[config.mk]
export PLATFORM = sky130hd
export DESIGN_NAME = sgi_group_gate
export DESIGN_NICKNAME = d
export VERILOG_FILES = /design/src/rtl/sgi_gate_pkg.sv /design/src/rtl/grp_resolve.sv /design/src/rtl/sgi_filter.sv /design/src/rtl/target_elig.sv /design/src/rtl/sgi_group_gate.sv
export SDC_FILE = /design/constraint.sdc
export NUM_CORES = 1
export LEC_CHECK = 0
export BUFFER_PORTS_ARGS = -buffer_cell sky130_fd_sc_hd__buf_2
export CELL_PAD_IN_SITES_DETAIL_PLACEMENT = 0
export CELL_PAD_IN_SITES_GLOBAL_PLACEMENT = 1
export CORE_ASPECT_RATIO = 1.2
export CORE_MARGIN = 2
export CORE_UTILIZATION = 18
export DETAILED_ROUTE_END_ITERATION = 12
export HOLD_SLACK_MARGIN = 0.02
export PLACE_DENSITY_LB_ADDON = 0.1
export SLEW_MARGIN = 25
export SYNTH_ARGS = -nofsm -noshare
export SYNTH_HDL_FRONTEND = slang
export SYNTH_SLANG_ARGS = --single-unit
[constraint.sdc]
create_clock -name clk -period 3 [get_ports clk]
set_input_delay 0.3 -clock clk [delete_from_list [all_inputs] [get_ports clk]]
set_output_delay 0.3 -clock clk [all_outputs]
set_load 0.02 [all_outputs]
[src/rtl/sgi_gate_pkg.sv]
package sgi_gate_pkg;

  typedef enum logic [1:0] {
    GRP_0   = 2'd0,
    GRP_1S  = 2'd1,
    GRP_1NS = 2'd2,
    GRP_RSV = 2'd3
  } grp_e;

  localparam int NUM_GRP = 3;

  function automatic grp_e map_grp(input logic sd, input logic m, input logic g);
    grp_e r;
    if (sd) begin
      r = g ? GRP_1NS : GRP_0;
    end else begin
      case ({m, g})
        2'b00:   r = GRP_0;
        2'b10:   r = GRP_1S;
        default: r = GRP_1NS;
      endcase
    end
    return r;
  endfunction

endpackage

[src/rtl/grp_resolve.sv]
module grp_resolve #(
  parameter int N = 32
) (
  input  logic           sd,
  input  logic [N-1:0]   grp_bits,
  input  logic [N-1:0]   mod_bits,
  output logic [2*N-1:0] eff_flat
);
  import sgi_gate_pkg::*;

  for (genvar i = 0; i < N; i++) begin : g_int
    assign eff_flat[2*i +: 2] = map_grp(sd, mod_bits[i], grp_bits[i]);
  end

endmodule

[src/rtl/sgi_filter.sv]
module sgi_filter #(
  parameter int NUM_SGI = 16,
  localparam int IDW = $clog2(NUM_SGI)
) (
  input  logic               clk,
  input  logic               rst,
  input  logic               sd,
  input  logic               req_valid,
  input  logic [IDW-1:0]     req_id,
  input  logic [1:0]         req_grp,
  input  logic               req_ns,
  input  logic [1:0]         cfg_grp,
  input  logic [1:0]         acl,
  output logic               accept,
  output logic               drop,
  output logic [NUM_SGI-1:0] set_pend,
  output logic               rearb
);
  import sgi_gate_pkg::*;

  grp_e cfg;
  grp_e rq;
  logic ok;

  assign cfg = grp_e'(cfg_grp);

  always_comb begin
    rq = grp_e'(req_grp);
    // secure group 1 request on a group 0 interrupt is promoted to group 0
    if (rq == GRP_1S && cfg == GRP_0) rq = GRP_0;
    ok = (rq != GRP_RSV);
    if (rq == GRP_0 && cfg != GRP_0) ok = 1'b0;
    if (req_ns && !sd) begin
      if (cfg == GRP_0  && acl < 2'd1) ok = 1'b0;
      if (cfg == GRP_1S && acl < 2'd2) ok = 1'b0;
    end
  end

  assign accept = req_valid & ok;
  assign drop   = req_valid & ~ok;

  always_comb begin
    set_pend = '0;
    if (accept) set_pend[req_id] = 1'b1;
  end

  always_ff @(posedge clk) begin
    if (rst) rearb <= 1'b0;
    else     rearb <= accept;
  end

endmodule

[src/rtl/target_elig.sv]
module target_elig #(
  parameter int NG = 3
) (
  input  logic          clk,
  input  logic          rst,
  input  logic          asleep,
  input  logic [NG-1:0] en,
  input  logic [NG-1:0] dis,
  output logic [NG-1:0] ok
);

  for (genvar g = 0; g < NG; g++) begin : g_grp
    always_ff @(posedge clk) begin
      if (rst) ok[g] <= 1'b0;
      else     ok[g] <= ~asleep & en[g] & ~dis[g];
    end
  end

endmodule

[src/rtl/sgi_group_gate.sv]
module sgi_group_gate #(
  parameter int NUM_SGI  = 16,
  parameter int NUM_PRIV = 32,
  localparam int IDW = $clog2(NUM_SGI),
  localparam int NG  = sgi_gate_pkg::NUM_GRP
) (
  input  logic                  clk,
  input  logic                  rst,
  input  logic                  sec_disable,
  input  logic [NUM_PRIV-1:0]   grp_bits,
  input  logic [NUM_PRIV-1:0]   mod_bits,
  input  logic [2*NUM_SGI-1:0]  acl_bits,
  input  logic                  req_valid,
  input  logic [IDW-1:0]        req_id,
  input  logic [1:0]            req_grp,
  input  logic                  req_ns,
  input  logic                  pe_asleep,
  input  logic [NG-1:0]         grp_en,
  input  logic [NG-1:0]         grp_dis,
  output logic [2*NUM_PRIV-1:0] eff_grp,
  output logic                  req_accept,
  output logic                  req_drop,
  output logic [NUM_SGI-1:0]    set_pend,
  output logic                  rearb,
  output logic [NG-1:0]         tgt_ok
);

  logic [1:0] sel_grp;
  logic [1:0] sel_acl;

  grp_resolve #(.N(NUM_PRIV)) u_res (
    .sd       (sec_disable),
    .grp_bits (grp_bits),
    .mod_bits (mod_bits),
    .eff_flat (eff_grp)
  );

  assign sel_grp = eff_grp[{req_id, 1'b0} +: 2];
  assign sel_acl = acl_bits[{req_id, 1'b0} +: 2];

  sgi_filter #(.NUM_SGI(NUM_SGI)) u_flt (
    .clk       (clk),
    .rst       (rst),
    .sd        (sec_disable),
    .req_valid (req_valid),
    .req_id    (req_id),
    .req_grp   (req_grp),
    .req_ns    (req_ns),
    .cfg_grp   (sel_grp),
    .acl       (sel_acl),
    .accept    (req_accept),
    .drop      (req_drop),
    .set_pend  (set_pend),
    .rearb     (rearb)
  );

  target_elig #(.NG(NG)) u_tgt (
    .clk    (clk),
    .rst    (rst),
    .asleep (pe_asleep),
    .en     (grp_en),
    .dis    (grp_dis),
    .ok     (tgt_ok)
  );

endmodule

# Word level (Yosys, flattened, before mapping)
# Cells that the tools add are included.
[word_totals]
regBits = 4
input_bits = 114
out_inout_bits = 86
elab_cells = 204
[op_classes]
order_cmp = 4
eq_ne = 35
shifts = 2
muxes = 104
bitwise = 13
n_reduce_logical = 42
[op_table]
columns = ["cell", "n"]
rows = [
  ["2-bit two-way mux", 65],
  ["2-bit one-hot mux with 2 select lines", 32],
  ["2-bit logical NOT", 34],
  ["2-bit equality test, second input constant", 32],
  ["64-bit by 6-bit indexed part select with 2-bit output", 1],
  ["32-bit by 6-bit indexed part select with 2-bit output", 1],
  ["16-bit two-way mux", 1],
  ["1-bit bitwise AND", 8],
  ["1-bit logical AND", 6],
  ["4-bit by 5-bit < comparator with 1-bit output, second input constant", 1],
  ["1-bit two-way mux", 5],
  ["1-bit NOT", 5],
  ["1-bit demux with 4-bit select", 1],
  ["2-bit by 1-bit equality test with 1-bit output, second input constant", 2],
  ["4-bit by 1-bit >= comparator with 1-bit output, second input constant", 1],
  ["2-bit by 1-bit < comparator with 1-bit output, second input constant", 1],
  ["2-bit < comparator, second input constant", 1],
  ["2-bit inequality test, second input constant", 1],
  ["2-bit nonzero test", 1],
  ["1-bit logical NOT", 1],
]

# Depth between registers and ports, before layout
# Gate-level depths: netlist of the first run.
[depth]
ltp_word = 15
ltp_mapped = 9
ltp_nobuf = 6

# By module
# A second synthesis of the first run with hierarchy kept.
[hier_totals]
cells_unflattened = 155
area_unflattened_um2 = 1488.9
[modules_own_cells]
columns = ["module", "n_inst", "cells_per_inst", "area_each_um2", "seq_area_each_um2"]
rows = [
  ["sgi_group_gate", 1, 39, 554.3, 0.0],
  ["grp_resolve", 1, 67, 544.3, 0.0],
  ["sgi_filter", 1, 43, 304.0, 20.0],
  ["target_elig", 1, 6, 86.3, 60.1],
]

# Worst setup path before layout of the first run
# Ideal clock, no wire load.
[synth_path]
path_type = "in2out"
start = "in req_id[3]"
end = "out req_drop"
arrival_time_ps = 2042
required_ps = 2700
slack_ps = 658
stages = 7
path_buffers = 1
cell_sequence = "buf_6 -> mux2_4 -> a311o_1 -> a311oi_2 -> nand3_1 -> a31oi_4 -> o21a_1"
[synth_via]
elab_chain_cells = 12
word_cells_on_any_way = 20
cone_classes = "2 x order compare; 2 x eq/ne; 2 x shift; 5 x mux; 2 x bitwise; 7 x reduce/logical"
[synth_rtl]
columns = ["element", "line_no", "rtl"]
rows = [
  ["start: declaration", "sgi_group_gate.sv:14", "input logic [IDW-1:0] req_id,"],
  ["64-bit by 6-bit indexed part select with 2-bit output", "sgi_group_gate.sv:38", "assign sel_grp = eff_grp[{req_id, 1'b0} +: 2];"],
  ["2-bit logical NOT", "sgi_filter.sv:30, sgi_filter.sv:34", ""],
  ["1-bit logical AND", "sgi_filter.sv:30", "if (rq == GRP_1S && cfg == GRP_0) rq = GRP_0;"],
  ["2-bit two-way mux", "sgi_filter.sv:30", ""],
  ["2-bit logical NOT", "sgi_filter.sv:32", "if (rq == GRP_0 && cfg != GRP_0) ok = 1'b0;"],
  ["1-bit logical AND", "sgi_filter.sv:32", ""],
  ["1-bit two-way mux", "sgi_filter.sv:32", ""],
  ["1-bit two-way mux", "sgi_filter.sv:34", "if (cfg == GRP_0 && acl < 2'd1) ok = 1'b0;"],
  ["1-bit two-way mux", "sgi_filter.sv:35", "if (cfg == GRP_1S && acl < 2'd2) ok = 1'b0;"],
  ["1-bit two-way mux *", "sgi_filter.sv:33", "if (req_ns && !sd) begin"],
  ["1-bit NOT *", "sgi_filter.sv:40", "assign drop = req_valid & ~ok;"],
  ["1-bit bitwise AND *", "sgi_filter.sv:40", ""],
  ["end: declaration", "sgi_group_gate.sv:22", "output logic req_drop,"],
]
# Every way passes the cells marked *; elsewhere a longest branch is shown, timed or not.

# Worst setup path after layout of the first run
[layout_path]
start = "in req_id[0]"
end = "out set_pend[2]"
[layout_via]
elab_chain_cells = 12
word_cells_on_any_way = 25
cone_classes = "4 x order compare; 2 x eq/ne; 2 x shift; 8 x mux; 1 x bitwise; 8 x reduce/logical"
[layout_rtl]
columns = ["element", "line_no", "rtl"]
rows = [
  ["64-bit by 6-bit indexed part select with 2-bit output", "sgi_group_gate.sv:38", ""],
  ["2-bit logical NOT", "sgi_filter.sv:30, sgi_filter.sv:34", ""],
  ["1-bit logical AND", "sgi_filter.sv:30", ""],
  ["2-bit two-way mux", "sgi_filter.sv:30", ""],
  ["2-bit logical NOT", "sgi_filter.sv:32", ""],
  ["1-bit logical AND", "sgi_filter.sv:32", ""],
  ["1-bit two-way mux", "sgi_filter.sv:32", ""],
  ["1-bit two-way mux", "sgi_filter.sv:34", ""],
  ["1-bit two-way mux", "sgi_filter.sv:35", ""],
  ["1-bit two-way mux", "sgi_filter.sv:33", ""],
  ["1-bit bitwise AND", "sgi_filter.sv:39", "assign accept = req_valid & ok;"],
  ["16-bit two-way mux *", "sgi_filter.sv:44", "if (accept) set_pend[req_id] = 1'b1;"],
  ["end: declaration", "sgi_group_gate.sv:23", "output logic [NUM_SGI-1:0] set_pend,"],
]
# Marked as above.

==> impl_metrics.yaml, run 1 <==
synthesis:
  ys_seq_elements: 4
  yosys-top-cells-count: "nor2_1 (39), clkbuf_1 (35), nand2_1 (24), nor3b_1 (17), nand2b_1 (16)"
  yosysMostFrequentCell: "nor2_1"
  syn_inst: 194
  synth_edf_count: 0
  syn_area_um2: 1410
  synth_top_area_frac: 0.223
  async_flop_share: 0
  synth_area_leaders: "mux4_1 (22%), nor2_1 (10%), clkbuf_1 (9.3%)"
  ys_seq_area_frac: 0.0567
  synthFlopType: "dfxtp_1"
  synth.largest_area_cell: "mux4_1"
  ys_types: 32
  yosys_warnings: 0
  postSynthAreaPerCell_um2: 7.28
  syn-num-nets: 308
finish:
  nets: 473
  final_cell_area_um2: 2400
  area_delta_synth_final_pct: 69.7
  nFillCells: 861
  diodes: 0
  drive_gt1_frac: 0.608
  finalNonFillerCells: 449
global_route:
  antenna_found_initial: 0
  grt_pass1_wl_um: 8710
  grt_pass1_vias: 1814
  grt_use_total: 0.123
  grt_max_degree: 25
  grt_overflow: 0
setup_path:
  worstSetupPathDepth: 9
  crit_fanout: 18
  cp_top_family: "buffers and inverters"
  path_cells: "buf_2, mux4_1, a22oi_1, and3_1, nand3_1, a31oi_4, buf_4, nor2_1, buf_2"
  cp_common_cell: "buf_2"
  crit_slowest_cell: "mux4_1"
  timing.critical_path.to_type: "output port"
  critPathMaxStageDelay_ps: 630
  startpoint_type: "input pin"
  critPathRequiredTime_ps: 2700
  setup.worst_path.class: "in -> out"
  worst_ep_arrival_time_ps: 2440
  path_buf_inv: 3
sta:
  finalWorstSetupSlack_ps: 256
  setup_viol: 0
  finalMaxSlewViolations: 0
  hold_viol_final: 0
  tightest_slew_ps: 460
  finalSetupTns_ps: 0
  period_minus_slack_ps: 2740
  relSlewSlack: 0.690
  min_period_over_period: 0.915
  rsz0062_at_grt: "no"
  timing.fmax_mhz: 364
clock_network:
  post_cts_resized: 0
  cts_buffer_depth: 2
  hold_buffers: 0
  clock_sinks: 4
  cts_tree: "yes"
  htreeDepth: 1
  post_cts_buffers: 0
  cts_buffers: 3
  cts-root-buf: "clkbuf_8"
  clkTransAtPathRegs_ps: 30
detailed_routing:
  remaining_drc_errors: 0
  drt_wl_total_um: 5980
  drt_iter0_markers: 33
  dr_total_vias: 1922
  drt-wirelength-per-cell_um: 13.3
  dr.pass1.iters: 4
  viasPerCell: 4.28
  final_antenna_net_count: 0
pwr:
  clock_power_share: 0.228
  swShare: 0.408
  power.switching_w: 0.000202
  power_frac_comb: 0.659
  seq_power_share: 0.113
  ir_worst_vdd_uv: 199
  p_per_area_nw_per_um2: 206
  p_leak_nw: 1.34
  total_power_w: 0.000494
  p_int_w: 0.000292
place:
  dp.cells: 446
  io_buffers: 199
  dpl_cell_area_um2: 2360
  pre_cts_ws_ps: 221
  gp_congestion: 0.673
  dp_hpwl_um: 5190
floorplan:
  fp.dieArea_um2: 8580
  num_rows: 35
  coreArea_um2: 7660
  dieHeight_um: 101
  die_w_um: 84.9
  start_util: 0.184
  ios: 200
hold_path:
  hp-start: "grp_dis[2]"
  hold_end: "u_tgt.ok[2]"
  hp-class: "in -> reg"
  holdPathStages: 2
status:
  status: "complete, no violations"
job:
  cap_viol_max_count: 0
[layout make-up]
class,count,area [um2],share of cell area
clock buffer,3,41.3,0.0172
tap,92,115,0.0480
multi-input combinational,144,1120,0.466
sequential,4,80.1,0.0334
inverter,1,3.75,0.00157
timing repair buffer,205,1040,0.434
[power groups by stage]
| stage | logic [W] | clock network (W) | registers [W] |
|---|---|---|---|
| CTS | 0.000331 | 0.000116 | 0.0000559 |
| global route | 0.000356 | 0.000120 | 0.0000560 |
| floorplan | 0.000197 | 0 | 0.0000592 |
| finish | 0.000326 | 0.000112 | 0.0000559 |
| global placement | 0.000330 | 0 | 0.0000566 |
| detailed placement | 0.000330 | 0 | 0.0000566 |
[cell usage in the layout (no fill, tap or decap), drive strengths merged]
cell / netlist / routed
dfxtp: 4 / 4
nor4bb: 1 / 1
nor4: 3 / 3
nand3b: 1 / 1
a31oi: 2 / 2
buf: 9 / 205
mux4: 15 / 15
nor2b: 2 / 2
a22oi: 2 / 2
nor3b: 17 / 17
nor3: 2 / 2
mux2: 1 / 1
inv: 1 / 1
mux2i: 1 / 1
and3: 4 / 4
nor2: 39 / 39
o21a: 2 / 2
nand3: 3 / 3
clkbuf: 36 / 3
a311o: 1 / 1
a311oi: 1 / 1
and3b: 1 / 1
nand2: 24 / 24
nand2b: 16 / 16
nor4b: 5 / 5
and2: 1 / 1
[per-stage QoR]
step	util	hold slack (ps)
2_1_floorplan	-	376
3_3_place_gp	0.307	470
3_5_place_dp	0.307	467
4_1_cts	0.313	243
5_1_grt	0.313	244
6_report	0.313	245
[worst max path at each step]
stage                   start      endpoint  slack [ps]
floorplan           req_id[3]      req_drop         660
global placement    req_id[0]   set_pend[2]         200
detailed placement  req_id[0]   set_pend[2]         220
CTS                 req_id[0]   set_pend[2]         220
global route        req_id[0]  set_pend[13]          80
finish              req_id[0]   set_pend[2]         260
[registers in the layout, summed over array words and instances, names as in the netlist]
register,count
u_tgt.ok,3
u_flt.rearb,1
[kinds of logic (layout without fill, tap and decap cells)]
group | after synthesis | in the layout | synth area share
DFF | 4 | 4 | 0.0567
AOI/OAI and AO/OA | 8 | 8 | 0.0585
and+or+nand+nor | 119 | 119 | 0.443
muxes | 17 | 17 | 0.289
buffers and inverters | 46 | 209 | 0.153
[routing by layer]
metal  share of wire  global-route usage  vias up
met5               0                   0        -
li1                -                   -      990
met1            0.40               0.147      840
met3           0.060             0.00983        2
met4          0.0017              0.0147        0
met2            0.54               0.244       90
Power figures use the tool's default switching activity.
==> inputs of run 2 (changes only) <==
Settings changed: CORE_UTILIZATION 18 to 16.
Clock period 3 ns to 2.3 ns, I/O delays scaled along.
==> impl_metrics.yaml, run 2 (same netlist as run 1, synthesis figures left out) <==
detailed_routing:
  dr.pass1.iters: 3
  viasPerCell: 4.23
  drt_iter0_markers: 45
  drt-wirelength-per-cell_um: 13.4
  remaining_drc_errors: 0
  dr_total_vias: 2072
  final_antenna_net_count: 0
  drt_wl_total_um: 6590
floorplan:
  fp.dieArea_um2: 9600
  coreArea_um2: 8560
  die_w_um: 89.8
  dieHeight_um: 107
  num_rows: 37
  ios: 200
  start_util: 0.165
finish:
  layout_common_cells: "buf_2 (179), nor2_1 (34), nand2_1 (24)"
  drive_gt1_frac: 0.700
  layout_commonest_cell: "buf_2"
  area_delta_synth_final_pct: 106
  reg_top3: "u_tgt.ok: 3 flops, u_flt.rearb: 1 flops"
  diodes: 0
  nets: 489
  nFillCells: 963
  top_register: "u_tgt.ok"
  largest_reg_flops: 3
setup_path:
  setup.worst_path.class: "in -> out"
  critPathRequiredTime_ps: 2070
  path_buf_inv: 3
  critPathMaxStageDelay_ps: 350
  crit_fanout: 5
  worst_ep_arrival_time_ps: 2100
  startpoint_type: "input pin"
  timing.critical_path.to_type: "output port"
  cp_top_family: "compound AO/OA/AOI/OAI gates"
  crit_slowest_cell: "a311o_1"
  path_cells: "buf_6, mux2_4, a311o_1, a311oi_2, nand3_1, a31oi_4, clkbuf_16, nor2_1, buf_2"
status:
  violations: "negative setup slack"
  status: "finished with violations"
global_route:
  grt_overflow: 0
  grt_pass1_vias: 1995
  grt_max_degree: 21
  grt_pass1_wl_um: 9570
  antenna_found_initial: 0
  grt_use_total: 0.119
sta:
  hold_viol_final: 0
  rsz0062_at_grt: "yes"
  period_minus_slack_ps: 2330
  setup_viol: 4
  finalMaxSlewViolations: 0
  holdWs_ps: 173
  finalWorstSetupSlack_ps: -33.0
  tightest_slew_ps: 477
  timing.fmax_mhz: 429
  finalSetupTns_ps: -113
  relSlewSlack: 0.681
  min_period_over_period: 1.01
pwr:
  clock_power_share: 0.195
  p_per_area_nw_per_um2: 259
  power.switching_w: 0.000296
  swShare: 0.393
  total_power_w: 0.000752
  ir_worst_vdd_uv: 96.1
  p_leak_nw: 1.54
  p_int_w: 0.000457
  power_frac_comb: 0.708
  seq_power_share: 0.097
clock_network:
  htreeDepth: 1
  clkTransAtPathRegs_ps: 30
  cts-root-buf: "clkbuf_8"
  cts_buffer_depth: 2
  cts_buffers: 3
  cts_tree: "yes"
  clock_sinks: 4
place:
  io_buffers: 199
  gp_congestion: 0.747
  dp_hpwl_um: 5360
hold_path:
  hp-class: "in -> reg"
job:
  cap_viol_max_count: 0
run 2: cell count changes in the layout (fill, tap and decap cells not counted), sizes merged:
cell    previous run  this run
buf              205       218
clkbuf             3         6
run 2: area by class of cell:
class / instances / area, um2 / area share
multi-input combinational: 144 / 1270 / 0.438
tap: 117 / 146 / 0.0504
timing repair buffer: 221 / 1360 / 0.469
clock buffer: 3 / 41.3 / 0.0142
inverter: 1 / 3.75 / 0.00129
sequential: 4 / 80.1 / 0.0276
run 2: path summary, 6_finish.rpt:
path	from	endpoint	slack, ps	cells after the start
worst max-delay path	req_id[3]	set_pend[2]	-30	9
worst min-delay path	grp_dis[0]	u_tgt.ok[0]	170	2
run 2: per-layer routing:
| metal | global-route usage | share of wire | vias to the layer above |
|---|---|---|---|
| li1 | - | - | 1018 |
| met1 | 0.129 | 0.36 | 955 |
| met2 | 0.241 | 0.57 | 93 |
| met3 | 0.0218 | 0.066 | 6 |
| met4 | 0.0242 | 0.0056 | 0 |
| met5 | 0 | 0 | - |
run 2: repair_timing:
item | CTS | global route
setup buffers | 0 | 3
pin swaps | 1 | 5
endpoints found under the hold margin | 0 | 0
hold buffers | 0 | 0
setup endpoints to repair | 18 | 18
gates resized for setup | 6 | 64
gates cloned | 0 | 4
run 2: power by group through the flow:
stage | registers (W) | clock network (W) | logic [W]
detailed placement | 0.0000740 | 0 | 0.000452
finish | 0.0000729 | 0.000146 | 0.000533
global placement | 0.0000738 | 0 | 0.000450
CTS | 0.0000730 | 0.000152 | 0.000459
global route | 0.0000730 | 0.000159 | 0.000574
floorplan | 0.0000773 | 0 | 0.000257
run 2: metrics by stage:
step           utilization  instance area (um2)  instances  worst slack [ps]
2_1_floorplan            -                 1410        194              98.3
3_3_place_gp         0.290                 2480        480              -147
3_5_place_dp         0.290                 2480        480              -218
4_1_cts              0.297                 2540        483              14.7
5_1_grt              0.339                 2900        490              -106
6_report             0.339                 2900        490             -33.0
==> inputs of run 3 (changes only) <==
Settings changed: ABC_AREA set to 1, CORE_UTILIZATION 16 to 15.
==> impl_metrics.yaml, run 3 <==
status:
  status: "complete, no violations"
clock_network:
  clock_sinks: 4
  post_cts_buffers: 0
  cts_buffers: 3
  cts-root-buf: "clkbuf_16"
  cts_buffer_depth: 2
  cts_tree: "yes"
  hold_buffers: 0
  post_cts_resized: 0
  clkTransAtPathRegs_ps: 30
  htreeDepth: 1
global_route:
  grt_pass1_vias: 2388
  grt_pass1_wl_um: 11600
  grt_use_total: 0.127
  grt_overflow: 0
  antenna_found_initial: 0
  grt_max_degree: 28
pwr:
  ir_worst_vdd_uv: 144
  seq_power_share: 0.087
  clock_power_share: 0.327
  total_power_w: 0.000840
  power_frac_comb: 0.586
  p_int_w: 0.000495
  power.switching_w: 0.000345
  swShare: 0.410
  p_leak_nw: 1.75
  p_per_area_nw_per_um2: 305
synthesis:
  syn_area_um2: 1550
  ys_types: 23
  synthFlopType: "dfxtp_1"
  ys_seq_elements: 4
  yosys_warnings: 0
  synth_area_leaders: "nand2_1 (37%), nor2_1 (13%), clkbuf_1 (8.5%)"
  synth_edf_count: 0
  synth.largest_area_cell: "nand2_1"
  async_flop_share: 0
  syn-num-nets: 459
  yosys-top-cells-count: "nand2_1 (151), nor2_1 (54), clkbuf_1 (35), inv_1 (26), nand3_1 (18)"
  yosysMostFrequentCell: "nand2_1"
  synth_top_area_frac: 0.365
  ys_seq_area_frac: 0.0516
  syn_inst: 345
  postSynthAreaPerCell_um2: 4.50
floorplan:
  fp.dieArea_um2: 11200
  die_w_um: 96.9
  dieHeight_um: 115
  num_rows: 40
  ios: 200
  coreArea_um2: 10100
  start_util: 0.154
sta:
  finalWorstSetupSlack_ps: 179
  hold_viol_final: 0
  tightest_slew_ps: 311
  rsz0062_at_grt: "no"
  setup_viol: 0
  finalMaxSlewViolations: 0
  relSlewSlack: 0.792
  timing.fmax_mhz: 471
  min_period_over_period: 0.922
  period_minus_slack_ps: 2120
  finalSetupTns_ps: 0
detailed_routing:
  drt_iter0_markers: 38
  final_antenna_net_count: 0
  wl_met2_um: 3960
  dr.pass1.iters: 4
  top_layer_used: "met4"
  drt_wl_total_um: 7730
  viasPerCell: 3.92
  met3_length_um: 473
  drt-wirelength-per-cell_um: 12.0
  dr_total_vias: 2525
  remaining_drc_errors: 0
  met1_length_um: 3240
setup_path:
  startpoint_type: "input pin"
  critPathMaxStageDelay_ps: 230
  worst_ep_arrival_time_ps: 1890
  path_cells: "clkbuf_4, buf_4, o21ai_0, nand2_1, nand2_1, nand2_1, nand2_1, inv_1, nand2_1, nor2_1, nand2_2, nand4_4, buf_12, nor2_1, buf_4"
  cp_common_cell: "nand2_1"
  critPathRequiredTime_ps: 2070
  crit_slowest_cell: "o21ai_0"
  setup.worst_path.class: "in -> out"
  crit_fanout: 18
  timing.critical_path.to_type: "output port"
place:
  pre_cts_ws_ps: 105
  dp.cells: 640
  io_buffers: 199
  dp_hpwl_um: 6730
  gp_congestion: 0.714
finish:
  largest_reg_flops: 3
  layout_commonest_cell: "buf_2"
  nets: 634
  top_register: "u_tgt.ok"
  diodes: 0
  drive_gt1_frac: 0.458
  reg_top3: "u_tgt.ok: 3 flops, u_flt.rearb: 1 flops"
  area_delta_synth_final_pct: 77.2
  layout_common_cells: "buf_2 (195), nand2_1 (150), nor2_1 (54)"
  finalNonFillerCells: 644
job:
  cap_viol_max_count: 0
hold_path:
  hp-class: "in -> reg"
==> run 3: cell types whose count changed in the layout (fill, tap and decap cells not counted), sizes merged, moves of 15 or more <==
| cell | delta |
|---|---|
| nor2 | +27 |
| nand3 | +15 |
| mux4 | -15 |
| nand2 | +128 |
| nand2b | -16 |
| inv | +28 |
==> run 3: critical path, delay by kind of cell <==
family / cells / cell delay, ps
buf+inv: 5 / 720
simple gates: 9 / 710
compound gates: 1 / 230
==> run 3: logic make-up (layout without fill, tap and decap cells) <==
logic type,after synthesis,count (layout),synth area share
AND/OR/NAND/NOR,256,256,0.711
buffers and inverters,74,247,0.202
AO/OA/AOI/OAI,11,11,0.0354
flip-flops,4,4,0.0516
==> run 3: through the flow <==
| step | utilization | cell area, um2 | hold WS [ps] |
|---|---|---|---|
| final | 0.274 | 2750 | 169 |
| after global placement | 0.262 | 2640 | 400 |
| after global routing | 0.274 | 2750 | 173 |
| after detailed placement | 0.262 | 2640 | 404 |
| after CTS | 0.270 | 2710 | 167 |
| after floorplan | - | 1550 | 302 |
==> run 3: cell type report <==
type	count	area, um2
Tap cell	126	158
Fill cell	1219	7310
Timing Repair Buffer	215	1170
Sequential cell	4	80.1
Inverter	29	109
Multi-Input combinational cell	267	1160
Clock buffer	3	75.1
==> run 3: per-layer routing <==
metal	vias to the layer above	GRT usage
li1	1366	-
met1	1041	0.155
met2	113	0.242
met3	5	0.0139
met4	0	0.0235
met5	-	0
==> run 3: power by group through the flow <==
| stage | Combinational, W | Clock (W) | Sequential (W) |
|---|---|---|---|
| after floorplan | 0.000271 | 0 | 0.0000773 |
| after global placement | 0.000494 | 0 | 0.0000737 |
| final | 0.000492 | 0.000275 | 0.0000729 |
| after global routing | 0.000549 | 0.000287 | 0.0000732 |
| after detailed placement | 0.000494 | 0 | 0.0000739 |
| after CTS | 0.000496 | 0.000281 | 0.0000730 |
==> run 3: worst paths after layout <==
path	startpoint	to	cells after the start
worst max-delay path	req_id[0]	set_pend[14]	15
worst min-delay path	grp_dis[0]	u_tgt.ok[0]	2
